$ cat config.mk
export PLATFORM = sky130hd
export DESIGN_NAME = dual_i8_mac
export DESIGN_NICKNAME = d
export VERILOG_FILES = /design/src/rtl/dmac_pkg.sv /design/src/rtl/dmac_pack.sv /design/src/rtl/dmac_acc.sv /design/src/rtl/dmac_split.sv /design/src/rtl/dual_i8_mac.sv
export SDC_FILE = /design/constraint.sdc
export NUM_CORES = 1
export LEC_CHECK = 0
export CAP_MARGIN = 20
export CELL_PAD_IN_SITES_DETAIL_PLACEMENT = 0
export CELL_PAD_IN_SITES_GLOBAL_PLACEMENT = 1
export CORE_UTILIZATION = 53
export DETAILED_ROUTE_END_ITERATION = 8
export PLACE_DENSITY_LB_ADDON = 0.05
export SETUP_SLACK_MARGIN = 0.05
export SLEW_MARGIN = 25
export SYNTH_ARGS = -nofsm -noshare
export SYNTH_HDL_FRONTEND = slang
export SYNTH_SLANG_ARGS = --single-unit
$ cat constraint.sdc
create_clock -name clk -period 9.9 [get_ports clk]
set_input_delay 1.98 -clock clk [delete_from_list [all_inputs] [get_ports clk]]
set_output_delay 1.98 -clock clk [all_outputs]
set_load 0.05 [all_outputs]
$ cat src/rtl/dmac_pkg.sv
package dmac_pkg;
    typedef enum logic [1:0] {
        ST_IDLE = 2'd0,
        ST_RUN  = 2'd1,
        ST_FULL = 2'd2
    } run_state_e;
endpackage

$ cat src/rtl/dmac_pack.sv
module dmac_pack #(
    parameter int DW     = 8,
    parameter int LOW_W  = 18,
    parameter int OPA_W  = 27,
    parameter int OPC_W  = 18,
    parameter int PROD_W = OPA_W + OPC_W
) (
    input  logic signed [DW-1:0]     act_hi,
    input  logic signed [DW-1:0]     act_lo,
    input  logic signed [DW-1:0]     wgt,
    output logic signed [PROD_W-1:0] prod
);
    logic signed [OPA_W-1:0]  hi_ext;
    logic signed [OPA_W-1:0]  lo_ext;
    logic signed [OPA_W-1:0]  packed_op;
    logic signed [OPC_W-1:0]  w_ext;
    logic signed [PROD_W-1:0] mul_a;
    logic signed [PROD_W-1:0] mul_c;

    // Two activations share one operand; the low one sign-extends into the high field.
    assign hi_ext    = {{(OPA_W-DW){act_hi[DW-1]}}, act_hi};
    assign lo_ext    = {{(OPA_W-DW){act_lo[DW-1]}}, act_lo};
    assign packed_op = (hi_ext <<< LOW_W) + lo_ext;
    assign w_ext     = {{(OPC_W-DW){wgt[DW-1]}}, wgt};

    assign mul_a = {{OPC_W{packed_op[OPA_W-1]}}, packed_op};
    assign mul_c = {{OPA_W{w_ext[OPC_W-1]}}, w_ext};
    assign prod  = mul_a * mul_c;
endmodule

$ cat src/rtl/dmac_acc.sv
module dmac_acc #(
    parameter int ACC_W  = 48,
    parameter int PROD_W = 45
) (
    input  logic                     clk,
    input  logic                     rst_n,
    input  logic                     clr,
    input  logic                     add,
    input  logic signed [PROD_W-1:0] prod,
    output logic signed [ACC_W-1:0]  acc_q,
    output logic signed [ACC_W-1:0]  acc_d
);
    logic signed [ACC_W-1:0] base;
    logic signed [ACC_W-1:0] prod_ext;

    assign base     = clr ? '0 : acc_q;
    assign prod_ext = {{(ACC_W-PROD_W){prod[PROD_W-1]}}, prod};
    assign acc_d    = add ? base + prod_ext : base;

    always_ff @(posedge clk or negedge rst_n) begin
        if (!rst_n) acc_q <= '0;
        else        acc_q <= acc_d;
    end

    // a clear with no product leaves a zero accumulator
    a_r3_clear_zero: assert property (@(posedge clk) disable iff (!rst_n)
        (clr && !add) |=> (acc_q == '0));
endmodule

$ cat src/rtl/dmac_split.sv
module dmac_split #(
    parameter int ACC_W = 48,
    parameter int LOW_W = 18
) (
    input  logic signed [ACC_W-1:0] acc,
    output logic signed [LOW_W-1:0] hi_sum,
    output logic signed [LOW_W-1:0] lo_sum
);
    localparam int HI_W = ACC_W - LOW_W;

    logic [HI_W-1:0] hi_raw;
    logic [HI_W-1:0] hi_fix;

    // A negative low field borrows one from the high field; its sign bit returns it.
    assign hi_raw = acc[ACC_W-1:LOW_W];
    assign hi_fix = hi_raw + {{(HI_W-1){1'b0}}, acc[LOW_W-1]};
    assign hi_sum = hi_fix[LOW_W-1:0];
    assign lo_sum = acc[LOW_W-1:0];
endmodule

$ cat src/rtl/dual_i8_mac.sv
module dual_i8_mac #(
    parameter int DW    = 8,
    parameter int LOW_W = 18,
    parameter int OPA_W = 27,
    parameter int OPC_W = 18,
    parameter int ACC_W = 48,
    parameter int MAXP  = 7
) (
    input  logic                    clk,
    input  logic                    rst_n,
    input  logic                    in_valid,
    input  logic                    in_clear,
    input  logic                    in_last,
    input  logic signed [DW-1:0]    act_a,
    input  logic signed [DW-1:0]    act_b,
    input  logic signed [DW-1:0]    weight,
    output logic signed [LOW_W-1:0] sum_a,
    output logic signed [LOW_W-1:0] sum_b,
    output logic                    out_valid,
    output logic                    limit_err
);
    import dmac_pkg::*;

    localparam int PROD_W = OPA_W + OPC_W;
    localparam int CNT_W  = $clog2(MAXP + 1);
    localparam logic [CNT_W-1:0] CNT_CAP = CNT_W'(MAXP);

    run_state_e st_q, st_d, st_eff;
    logic [CNT_W-1:0] cnt_q, cnt_d, cnt_base;
    logic add, emit, err_set;
    logic signed [PROD_W-1:0] prod;
    logic signed [ACC_W-1:0]  acc_q, acc_d;
    logic signed [LOW_W-1:0]  hi_sum, lo_sum;

    dmac_pack #(.DW(DW), .LOW_W(LOW_W), .OPA_W(OPA_W), .OPC_W(OPC_W), .PROD_W(PROD_W)) u_pack (
        .act_hi(act_a), .act_lo(act_b), .wgt(weight), .prod(prod)
    );

    dmac_acc #(.ACC_W(ACC_W), .PROD_W(PROD_W)) u_acc (
        .clk(clk), .rst_n(rst_n), .clr(in_clear), .add(add),
        .prod(prod), .acc_q(acc_q), .acc_d(acc_d)
    );

    dmac_split #(.ACC_W(ACC_W), .LOW_W(LOW_W)) u_split (
        .acc(acc_d), .hi_sum(hi_sum), .lo_sum(lo_sum)
    );

    // State register
    always_ff @(posedge clk or negedge rst_n) begin
        if (!rst_n) begin
            st_q  <= ST_IDLE;
            cnt_q <= '0;
        end else begin
            st_q  <= st_d;
            cnt_q <= cnt_d;
        end
    end

    // Next state and per-beat controls
    always_comb begin
        st_eff   = in_clear ? ST_RUN : st_q;
        cnt_base = in_clear ? '0 : cnt_q;
        st_d     = st_eff;
        cnt_d    = cnt_base;
        add      = 1'b0;
        emit     = 1'b0;
        err_set  = 1'b0;
        unique case (st_eff)
            ST_IDLE: begin
                st_d = ST_IDLE;
            end
            ST_RUN: begin
                if (in_valid) begin
                    add   = 1'b1;
                    cnt_d = cnt_base + 1'b1;
                    emit  = in_last;
                    if (in_last)                        st_d = ST_IDLE;
                    else if (cnt_base + 1'b1 == CNT_CAP) st_d = ST_FULL;
                    else                                 st_d = ST_RUN;
                end
            end
            ST_FULL: begin
                if (in_valid) begin
                    err_set = 1'b1;
                    emit    = in_last;
                    st_d    = in_last ? ST_IDLE : ST_FULL;
                end
            end
            default: begin
                st_d  = ST_IDLE;
                cnt_d = '0;
            end
        endcase
    end

    // Registered outputs
    always_ff @(posedge clk or negedge rst_n) begin
        if (!rst_n) begin
            out_valid <= 1'b0;
            limit_err <= 1'b0;
            sum_a     <= '0;
            sum_b     <= '0;
        end else begin
            out_valid <= emit;
            if (emit) begin
                sum_a <= hi_sum;
                sum_b <= lo_sum;
            end
            if (in_clear)     limit_err <= 1'b0;
            else if (err_set) limit_err <= 1'b1;
        end
    end

    // the count never passes the cap
    a_r6_count_cap: assert property (@(posedge clk) disable iff (!rst_n)
        cnt_q <= CNT_CAP);

    // a beat beyond the cap leaves the accumulator alone and flags it
    a_r6_drop_hold: assert property (@(posedge clk) disable iff (!rst_n)
        (st_q == ST_FULL && in_valid && !in_clear) |=> ($stable(acc_q) && limit_err));

    // the limit flag is sticky until a clear
    a_r7_err_sticky: assert property (@(posedge clk) disable iff (!rst_n)
        (limit_err && !in_clear) |=> limit_err);

    // beats outside a run are ignored
    a_r5_idle_ignore: assert property (@(posedge clk) disable iff (!rst_n)
        (st_q == ST_IDLE && !in_clear) |=> ($stable(acc_q) && !out_valid));

    // every result pulse follows a final beat
    a_r4_valid_cause: assert property (@(posedge clk) disable iff (!rst_n)
        out_valid |-> $past(in_valid && in_last));
endmodule

; After elaboration in Yosys (flattened, before gate mapping)
; Index checks and enable logic that the tools add are counted.
[classes]
n_eq_ne = 3
reduce_logical = 4
n_mul = 1
muxes = 19
addsub = 4
[ops]
columns = op, count
row1 = 48-bit 2-to-1 mux, 2
row2 = 48-bit by 35-bit adder with 48-bit output, 1
row3 = 27-bit by 8-bit multiplier with 35-bit output, 1
row4 = 26-bit by 8-bit adder with 27-bit output, 1
row5 = 18-bit by 1-bit adder with 18-bit output, 1
row6 = 2-bit 2-to-1 mux, 6
row7 = 1-bit 2-to-1 mux, 7
row8 = 3-bit 2-to-1 mux, 2
row9 = 3-bit case mux with 2 select lines, 1
row10 = 2-bit case mux with 2 select lines, 1
row11 = 2-bit OR reduction, 2
row12 = "3-bit by 1-bit adder with 3-bit output, second input constant", 1
row13 = "3-bit equality test, second input constant", 1
row14 = "2-bit by 1-bit equality test with 1-bit output, second input constant", 1
row15 = "2-bit equality test, second input constant", 1
row16 = 2-bit zero test, 1
row17 = 2-bit nonzero test, 1
[totals]
inputBits = 29
ff_bits = 91

; Longest topological paths before layout
; Gate-level depths: netlist of the first run.
[depth]
ltp_word = 7
ltp_mapped = 30

; Cells and area by module
; Synthesis of the first run repeated with hierarchy kept, for this count alone.
[hier_totals]
hier_cells = 1502
area_unflattened_um2 = 13802.0
[modules_own_cells]
columns = module, area_each_um2, cells_each, seq_area_each_um2, n_inst
row1 = dmac_pack, 6662.6, 768, 0.0, 1
row2 = dmac_acc, 4769.6, 548, 1201.2, 1
row3 = dual_i8_mac, 1933.1, 126, 1076.0, 1
row4 = dmac_split, 436.7, 60, 0.0, 1

; Worst setup path before layout of the first run
; Ideal clock, no wire load.
[synth_timing]
path_type = input port to flip-flop
start = in act_a[0]
end = reg sum_a[17]
setup_time_ps = 131
setup_slack_ps = 920
t_arrival_ps = 8848
required_ps = 9769
cell_stages = 30
n_path_buf = 1
cell_sequence = ha_1 -> fa_1 -> a21oi_1 -> nor2_1 -> nor2_1 -> o21bai_1 -> a21oi_1 -> nor2b_1 -> nor3_1 -> mux2_2 -> and2_1 -> inv_1 -> fa_1 -> inv_1 -> fa_1 -> fa_1 -> fa_1 -> ha_1 -> ha_1 -> clkbuf_1 -> a21o_1 -> a21o_1 -> a21oi_1 -> o21ai_0 -> nor3_1 -> o31ai_1 -> nor4b_2 -> nand4_1 -> nor3b_1 -> o31ai_2
[synth_via]
elab_chain_len = 5
[synth_rtl]
columns = element, line
row1 = "start, declared", dual_i8_mac.sv:14  ; input logic signed [DW-1:0] act_a,
row2 = 26-bit by 8-bit adder with 27-bit output, dmac_pack.sv:23  ; assign packed_op = (hi_ext <<< LOW_W) + lo_ext;
row3 = 27-bit by 8-bit multiplier with 35-bit output, dmac_pack.sv:28  ; assign prod = mul_a * mul_c;
row4 = 48-bit by 35-bit adder with 48-bit output, dmac_acc.sv:18  ; assign acc_d = add ? base + prod_ext : base;
row5 = 48-bit 2-to-1 mux, dmac_acc.sv:18
row6 = 18-bit by 1-bit adder with 18-bit output, dmac_split.sv:16  ; assign hi_fix = hi_raw + {{(HI_W-1){1'b0}}, acc[LOW_W-1]};
row7 = "end signal, assigned", dual_i8_mac.sv:106  ; sum_a <= hi_sum;
row8 = "end, declared", dual_i8_mac.sv:17  ; output logic signed [LOW_W-1:0] sum_a,
; No other way between the ends.
; A chain may end at the register's enable or synchronous reset.

; Final worst setup path of the first run
[layout_timing]
start = in act_b[7]
end = reg sum_a[17]
[layout_via]
elab_chain_len = 5
[layout_rtl]
columns = element, line
row1 = "start, declared", dual_i8_mac.sv:15  ; input logic signed [DW-1:0] act_b,
row2 = 26-bit by 8-bit adder with 27-bit output, dmac_pack.sv:23
row3 = 27-bit by 8-bit multiplier with 35-bit output, dmac_pack.sv:28
row4 = 48-bit by 35-bit adder with 48-bit output, dmac_acc.sv:18
row5 = 48-bit 2-to-1 mux, dmac_acc.sv:18
row6 = via acc_d[31], dual_i8_mac.sv:32  ; logic signed [ACC_W-1:0] acc_q, acc_d;
row7 = 18-bit by 1-bit adder with 18-bit output, dmac_split.sv:16
; The timed path passes the listed nets, and every way through them passes these cells.

==> results of run 1 <==
==> placed cells by master (no fill, tap or decap), types with 5 or more instances in the layout <==
cell,Yosys,routed
sky130_fd_sc_hd__o21ai_0,29,26
sky130_fd_sc_hd__nand2b_1,27,27
sky130_fd_sc_hd__a211o_1,6,6
sky130_fd_sc_hd__clkbuf_16,0,9
sky130_fd_sc_hd__nand3_1,10,10
sky130_fd_sc_hd__fa_1,188,188
sky130_fd_sc_hd__nor4_1,5,5
sky130_fd_sc_hd__and3_1,12,12
sky130_fd_sc_hd__o21bai_1,6,6
sky130_fd_sc_hd__inv_1,153,153
sky130_fd_sc_hd__o31ai_1,5,5
sky130_fd_sc_hd__nor2b_1,28,28
sky130_fd_sc_hd__o21a_1,7,7
sky130_fd_sc_hd__o21ai_1,4,7
sky130_fd_sc_hd__xor2_1,16,16
sky130_fd_sc_hd__o211ai_1,10,10
sky130_fd_sc_hd__dfrtp_1,79,79
sky130_fd_sc_hd__a21oi_1,38,38
sky130_fd_sc_hd__nand4_1,16,16
sky130_fd_sc_hd__and2_1,77,77
sky130_fd_sc_hd__xnor2_1,29,28
sky130_fd_sc_hd__a21o_1,15,15
sky130_fd_sc_hd__buf_4,0,22
sky130_fd_sc_hd__mux2_2,6,6
sky130_fd_sc_hd__clkdlybuf4s50_1,0,65
sky130_fd_sc_hd__nor2_1,41,41
sky130_fd_sc_hd__nand2_1,166,166
sky130_fd_sc_hd__a31oi_1,17,17
sky130_fd_sc_hd__ha_1,94,94
sky130_fd_sc_hd__nor3_1,11,11
==> logic make-up after synthesis <==
family          after synthesis  synth area share, %
buf+inv                     195                6.531
flops                        79                17.32
mux                           8               0.7671
fa+ha+maj                   282                43.27
compound gates              174                10.62
xor+xnor                     45                3.452
simple gates                409                18.05
==> per-stage QoR <==
step	hold slack [ps]	instance area (µm²)	worst slack [ps]
final	476.1	12770	586.1
after global routing	501.3	12770	87.62
after CTS	485.8	12740	497.2
after detailed placement	461.7	12420	153.3
after global placement	459.5	12420	350.0
after floorplan	563.8	11420	920.2
==> state kept, by name (all words and copies together), names as in the netlist <==
signal,count
limit_err,1
sum_b,18
sum_a,18
out_valid,1
cnt_q,3
st_q,2
u_acc.acc_q,36
==> area by class of cell <==
class	count	area, µm²
clock buffers	9	225.2
clock inverters	7	102.6
fillers	1841	8319
inverters	154	578.1
multi-input cells	918	8715
flip-flops and latches	79	1977
well taps	275	344.1
repair buffers	88	827.0
==> worst max-delay path, delay by kind of cell <==
kind	cells	cell delay [ps]
AOI/OAI and AO/OA	9	1780
adders and majority gates	7	3120
and+or+nand+nor	9	1600
buffers and inverters	4	770
muxes	1	260
==> how the worst max path moves through the flow <==
stage             start                     to  slack [ps]  depth (start not counted)
2_1_floorplan  act_a[0]  sum_a[17]$_DFFE_PN0P_         920                         30
3_3_place_gp   act_b[7]  sum_a[17]$_DFFE_PN0P_         350                         28
3_5_place_dp   act_b[7]  sum_a[17]$_DFFE_PN0P_         150                         29
4_1_cts        act_b[7]  sum_a[17]$_DFFE_PN0P_         500                         29
5_1_grt        act_b[7]  sum_a[17]$_DFFE_PN0P_          90                         30
6_report       act_b[7]  sum_a[17]$_DFFE_PN0P_         590                         30
==> layer usage <==
layer | vias to the layer above | track usage, %
met5 | - | 0
met4 | 0 | 3.724
met3 | 19 | 3.792
met2 | 200 | 35.89
met1 | 4022 | 43.57
li1 | 3983 | -
==> parameters.txt, run 1 <==
Parameter                              Value

Worst setup path
  Highest fanout seen on the critical path    16
  Delay contributed by the slowest stage of the critical path    530 ps
  Setup slack of the most critical reg-to-reg path    3320 ps
  R2R Path End    sum_a[13]$_DFFE_PN0P_
  Sort of element at the start of the critical path    input pin
  Critical Path AT    9520 ps
  R2R Path Start    u_acc.acc_q[12]$_DFF_PN0_
  Highest-delay cell along the critical path    sky130_fd_sc_hd__fa_1
  Count of cells along the worst register-to-register path    22
  CP most frequent cell    sky130_fd_sc_hd__fa_1
  Crit path required time    10110 ps
  Type of the worst setup path    in -> reg
  Endpoint kind of the worst setup timing path    flop

Placed design
  # port buffers    66
  DPL Wire Length    21.50 mm
  Inst Count DP    1514
  Final estimated routing congestion in global placement    0.8924

Clock network
  Clock tree from TritonCTS    done
  Count of H-tree levels built during CTS    3
  Buffer count from post-CTS setup fixing    0
  Worst-Skew Late Latency    330 ps
  Cell at the root of the clock tree    sky130_fd_sc_hd__clkbuf_16
  TritonCTS Buffers    9
  Cts hold-fix bufs    0
  Count of clock tree sinks    79
  Count of instances resized after the clock tree is built    0
  CTS clk-pin slew, worst paths    60 ps
  Clock buffer depth    2

Min path
  Hold Crit Start    sum_a[5]$_DFFE_PN0P_
  Number of cells on the worst hold path    2
  Type of the worst min-delay path    reg -> reg
  Capture endpoint of the worst hold path    sum_a[5]$_DFFE_PN0P_

STA
  Setup repair after global routing missed its margin    no
  Worst Tran Pin Value    899.6 ps
  Endpoints failing setup    0
  Share of the clock period used by the worst path after layout    94.08%
  Clock period minus worst slack    9314 ps
  Number of hold violations in the final report    0
  Setup tns final    0 ps
  Relative slew margins    40.03%
  Peak Freq    0.1074 GHz
  Setup Skew    7.892 ps
  Final number of max-transition violations    0

Outcome
  Result of the run    finished, final reports clean

Yosys
  Cells after synthesis    1192
  Part of the Yosys area used for sequential elements    17.32%
  Number of flops mapped to enable cells by yosys    0
  Share of flip-flops with an asynchronous set or reset after synthesis    100.0%
  Prevailing post-synth register cell    sky130_fd_sc_hd__dfrtp_1
  Most instantiated library cell after synthesis    sky130_fd_sc_hd__fa_1
  Synthesized area per cell    9.578 µm²
  Number of nets produced by synthesis    1503
  Post-synth top area cell    sky130_fd_sc_hd__fa_1
  Largest cells by area after synthesis    sky130_fd_sc_hd__fa_1 (33%), sky130_fd_sc_hd__dfrtp_1 (17%), sky130_fd_sc_hd__ha_1 (10%), sky130_fd_sc_hd__nand2_1 (5.5%), sky130_fd_sc_hd__inv_1 (5.0%)
  Netlist cell types    73
  Cell Area, Synth    0.01142 mm²
  Post-synth top area share    32.96%
  Total of warnings raised by yosys    0
  Most common library cells after synthesis    sky130_fd_sc_hd__fa_1 (188), sky130_fd_sc_hd__nand2_1 (166), sky130_fd_sc_hd__inv_1 (153)
  Synthesis-stage register bit count    79

Run
  Max-cap check violation count    0

Routing
  DRC    0
  Via-to-Cell Ratio    5.375
  DRT met1 WL    13.77 mm
  Met3 wire length    1.471 mm
  Sum of met2 wire segment lengths after detailed routing    10.74 mm
  Post-route antenna net violation count    0
  Top Metal Used    met4
  Average detailed-routed wire length per instance    17.11 µm
  DRT iter0 DRCs    420
  Overall routed net length    26.18 mm
  Total via count after detailed routing    8224
  First-pass detailed-route iteration total    7

Global route
  Via count of the first global-routing pass    8344
  Global-route wire length before repair    44.95 mm
  Largest net degree at the start of global routing    80
  Number of antenna violations at the first check in global routing    0
  GRT Residual Overflow    0
  GRT Resource Usage Total    26.05%

Die
  Die X-Extent    148.8 µm
  Core area    0.02109 mm²
  Height of the die    148.8 µm
  Starting utilization of the core area    54.14%
  Site Rows    53
  Die Outline Area    0.02213 mm²
  Number of top-level pins    67

Final layout
  Final Net Count    1561
  Diodes inserted    0
  Area overhead of the layout relative to synthesis    11.84%
  Final core occ    60.55%
  Post-route non-filler standard cell count    1530
  Layout cell share with drive strength beyond 1    4.781%
Power of run 1 is left out: the tool's default activity adds up to more than one toggle a clock period on the data nets, which glitch-free logic cannot reach.
==> inputs of run 2 (changes only) <==
- CTS_BUF_LIST: unset -> sky130_fd_sc_hd__clkbuf_4
==> parameters.txt, run 2 (synthesis results as in run 1) <==
Parameter                              Value

Clock network
  Cts hold-fix bufs    0
  TritonCTS Buffers    9
  Cell at the root of the clock tree    sky130_fd_sc_hd__clkbuf_4
  Count of H-tree levels built during CTS    3
  CTS clk-pin slew, worst paths    140 ps
  Clock tree from TritonCTS    done
  Worst-Skew Late Latency    440 ps
  Count of clock tree sinks    79
  Buffer count from post-CTS setup fixing    0
  Clock buffer depth    2
  Count of instances resized after the clock tree is built    0

Outcome
  Result of the run    finished, final reports clean

Die
  Site Rows    53
  Die Outline Area    0.02213 mm²
  Height of the die    148.8 µm
  Starting utilization of the core area    54.14%
  Number of top-level pins    67
  Core area    0.02109 mm²
  Die X-Extent    148.8 µm

Global route
  GRT Resource Usage Total    26.11%
  Via count of the first global-routing pass    8314
  GRT Residual Overflow    0
  Number of antenna violations at the first check in global routing    1
  Largest net degree at the start of global routing    80
  Global-route wire length before repair    44.84 mm

Routing
  Via-to-Cell Ratio    5.374
  Total via count after detailed routing    8228
  Post-route antenna net violation count    0
  First-pass detailed-route iteration total    5
  Average detailed-routed wire length per instance    17.02 µm
  DRT iter0 DRCs    441
  Overall routed net length    26.06 mm
  DRC    0

Worst setup path
  Endpoint kind of the worst setup timing path    flop
  Critical Path AT    9570 ps
  CP most frequent cell    sky130_fd_sc_hd__fa_1
  R2R Path End    sum_a[13]$_DFFE_PN0P_
  Highest-delay cell along the critical path    sky130_fd_sc_hd__fa_1
  Highest fanout seen on the critical path    16
  Delay contributed by the slowest stage of the critical path    530 ps
  R2R Path Start    u_acc.acc_q[12]$_DFF_PN0_
  Sort of element at the start of the critical path    input pin
  Count of cells along the worst register-to-register path    22
  Setup slack of the most critical reg-to-reg path    3270 ps
  Crit path required time    10230 ps
  Type of the worst setup path    in -> reg

Final layout
  Area of all placed cells without fillers    0.01259 mm²
  Final core occ    59.72%
  Area overhead of the layout relative to synthesis    10.30%
  Leading cell type in the layout, fill and taps excluded    sky130_fd_sc_hd__fa_1
  Area of the multi-input gates    0.008695 mm²
  Layout cell share with drive strength beyond 1    4.701%
  Reg with most FFs    u_acc.acc_q
  Leading registers by flop count    u_acc.acc_q (36), sum_a (18), sum_b (18)
  FILL cells    1860
  Largest register FFs    36
  Footprint of the flip-flops and latches    0.001977 mm²
  Final Net Count    1561
  Most frequent cells in the layout    sky130_fd_sc_hd__fa_1 (188), sky130_fd_sc_hd__nand2_1 (166), sky130_fd_sc_hd__inv_1 (153), sky130_fd_sc_hd__ha_1 (94), sky130_fd_sc_hd__dfrtp_1 (79)

STA
  Relative slew margins    40.05%
  Setup tns final    0 ps
  Final number of max-transition violations    0
  Number of hold violations in the final report    0
  Setup repair after global routing missed its margin    no
  Endpoints failing setup    0
  Clock period minus worst slack    9241 ps
  Worst Tran Pin Value    899.2 ps
  Setup Skew    25.00 ps
  Share of the clock period used by the worst path after layout    93.34%
  Peak Freq    0.1082 GHz

Min path
  Capture endpoint of the worst hold path    sum_a[5]$_DFFE_PN0P_
  Hold Crit Start    sum_a[5]$_DFFE_PN0P_
  Number of cells on the worst hold path    2
  Type of the worst min-delay path    reg -> reg

Run
  Max-cap check violation count    0

Placed design
  Placed cell areas    0.01242 mm²
  Final estimated routing congestion in global placement    0.8924
  # port buffers    66
  DPL Wire Length    21.50 mm
-- run 2: cell count changes in the layout (fill, tap and decap cells not counted) --
cell                        previous run  this run
sky130_fd_sc_hd__o21ai_0              26        29
sky130_fd_sc_hd__clkbuf_16             9         0
sky130_fd_sc_hd__o21ai_1               7         4
sky130_fd_sc_hd__a2111oi_4             1         0
sky130_fd_sc_hd__diode_2               0         1
sky130_fd_sc_hd__xnor2_2               1         0
sky130_fd_sc_hd__clkbuf_4              0         9
sky130_fd_sc_hd__xnor2_1              28        29
sky130_fd_sc_hd__a2111oi_2             1         2
-- run 2: metrics by stage --
step           instances  hold WS [ps]  setup slack [ps]
3_3_place_gp        1514         459.5             350.0
4_1_cts             1530         501.2             637.0
3_5_place_dp        1514         461.7             153.3
5_1_grt             1531         519.8             72.31
2_1_floorplan       1192         563.8             920.2
6_report            1531         490.7             659.4
-- run 2: worst max-delay path by stage --
stage,from,to,slack (ps)
2_1_floorplan,act_a[0],sum_a[17]$_DFFE_PN0P_,920
3_3_place_gp,act_b[7],sum_a[17]$_DFFE_PN0P_,350
3_5_place_dp,act_b[7],sum_a[17]$_DFFE_PN0P_,150
4_1_cts,act_b[7],sum_a[17]$_DFFE_PN0P_,640
5_1_grt,act_b[7],sum_a[17]$_DFFE_PN0P_,70
6_report,act_b[7],sum_a[17]$_DFFE_PN0P_,660
-- run 2: layer usage --
layer / track usage [%] / wire length, µm
met2: 35.79 / 10770
met4: 4.643 / 177
met3: 3.884 / 1535
met5: 0 / 0
met1: 43.41 / 13570
-- run 2: worst max-delay path: cells and delay by family --
kind | cells | cell delay [ps]
xor gates and xnor gates | 1 | 100
and+or+nand+nor | 7 | 1100
muxes | 1 | 260
buffers and inverters | 3 | 860
AOI/OAI and AO/OA | 10 | 2160
adders and majority gates | 7 | 3060
-- run 2: final cells by class --
cell class	instances	share of cell area, %
multi-input cells	918	69.04
flip-flops and latches	79	15.70
repair buffers	88	6.567
inverters	154	4.590
well taps	275	2.732
clock inverters	7	0.8147
clock buffers	9	0.5365
diodes	1	0.01987
Power of run 2 is left out for the same reason.
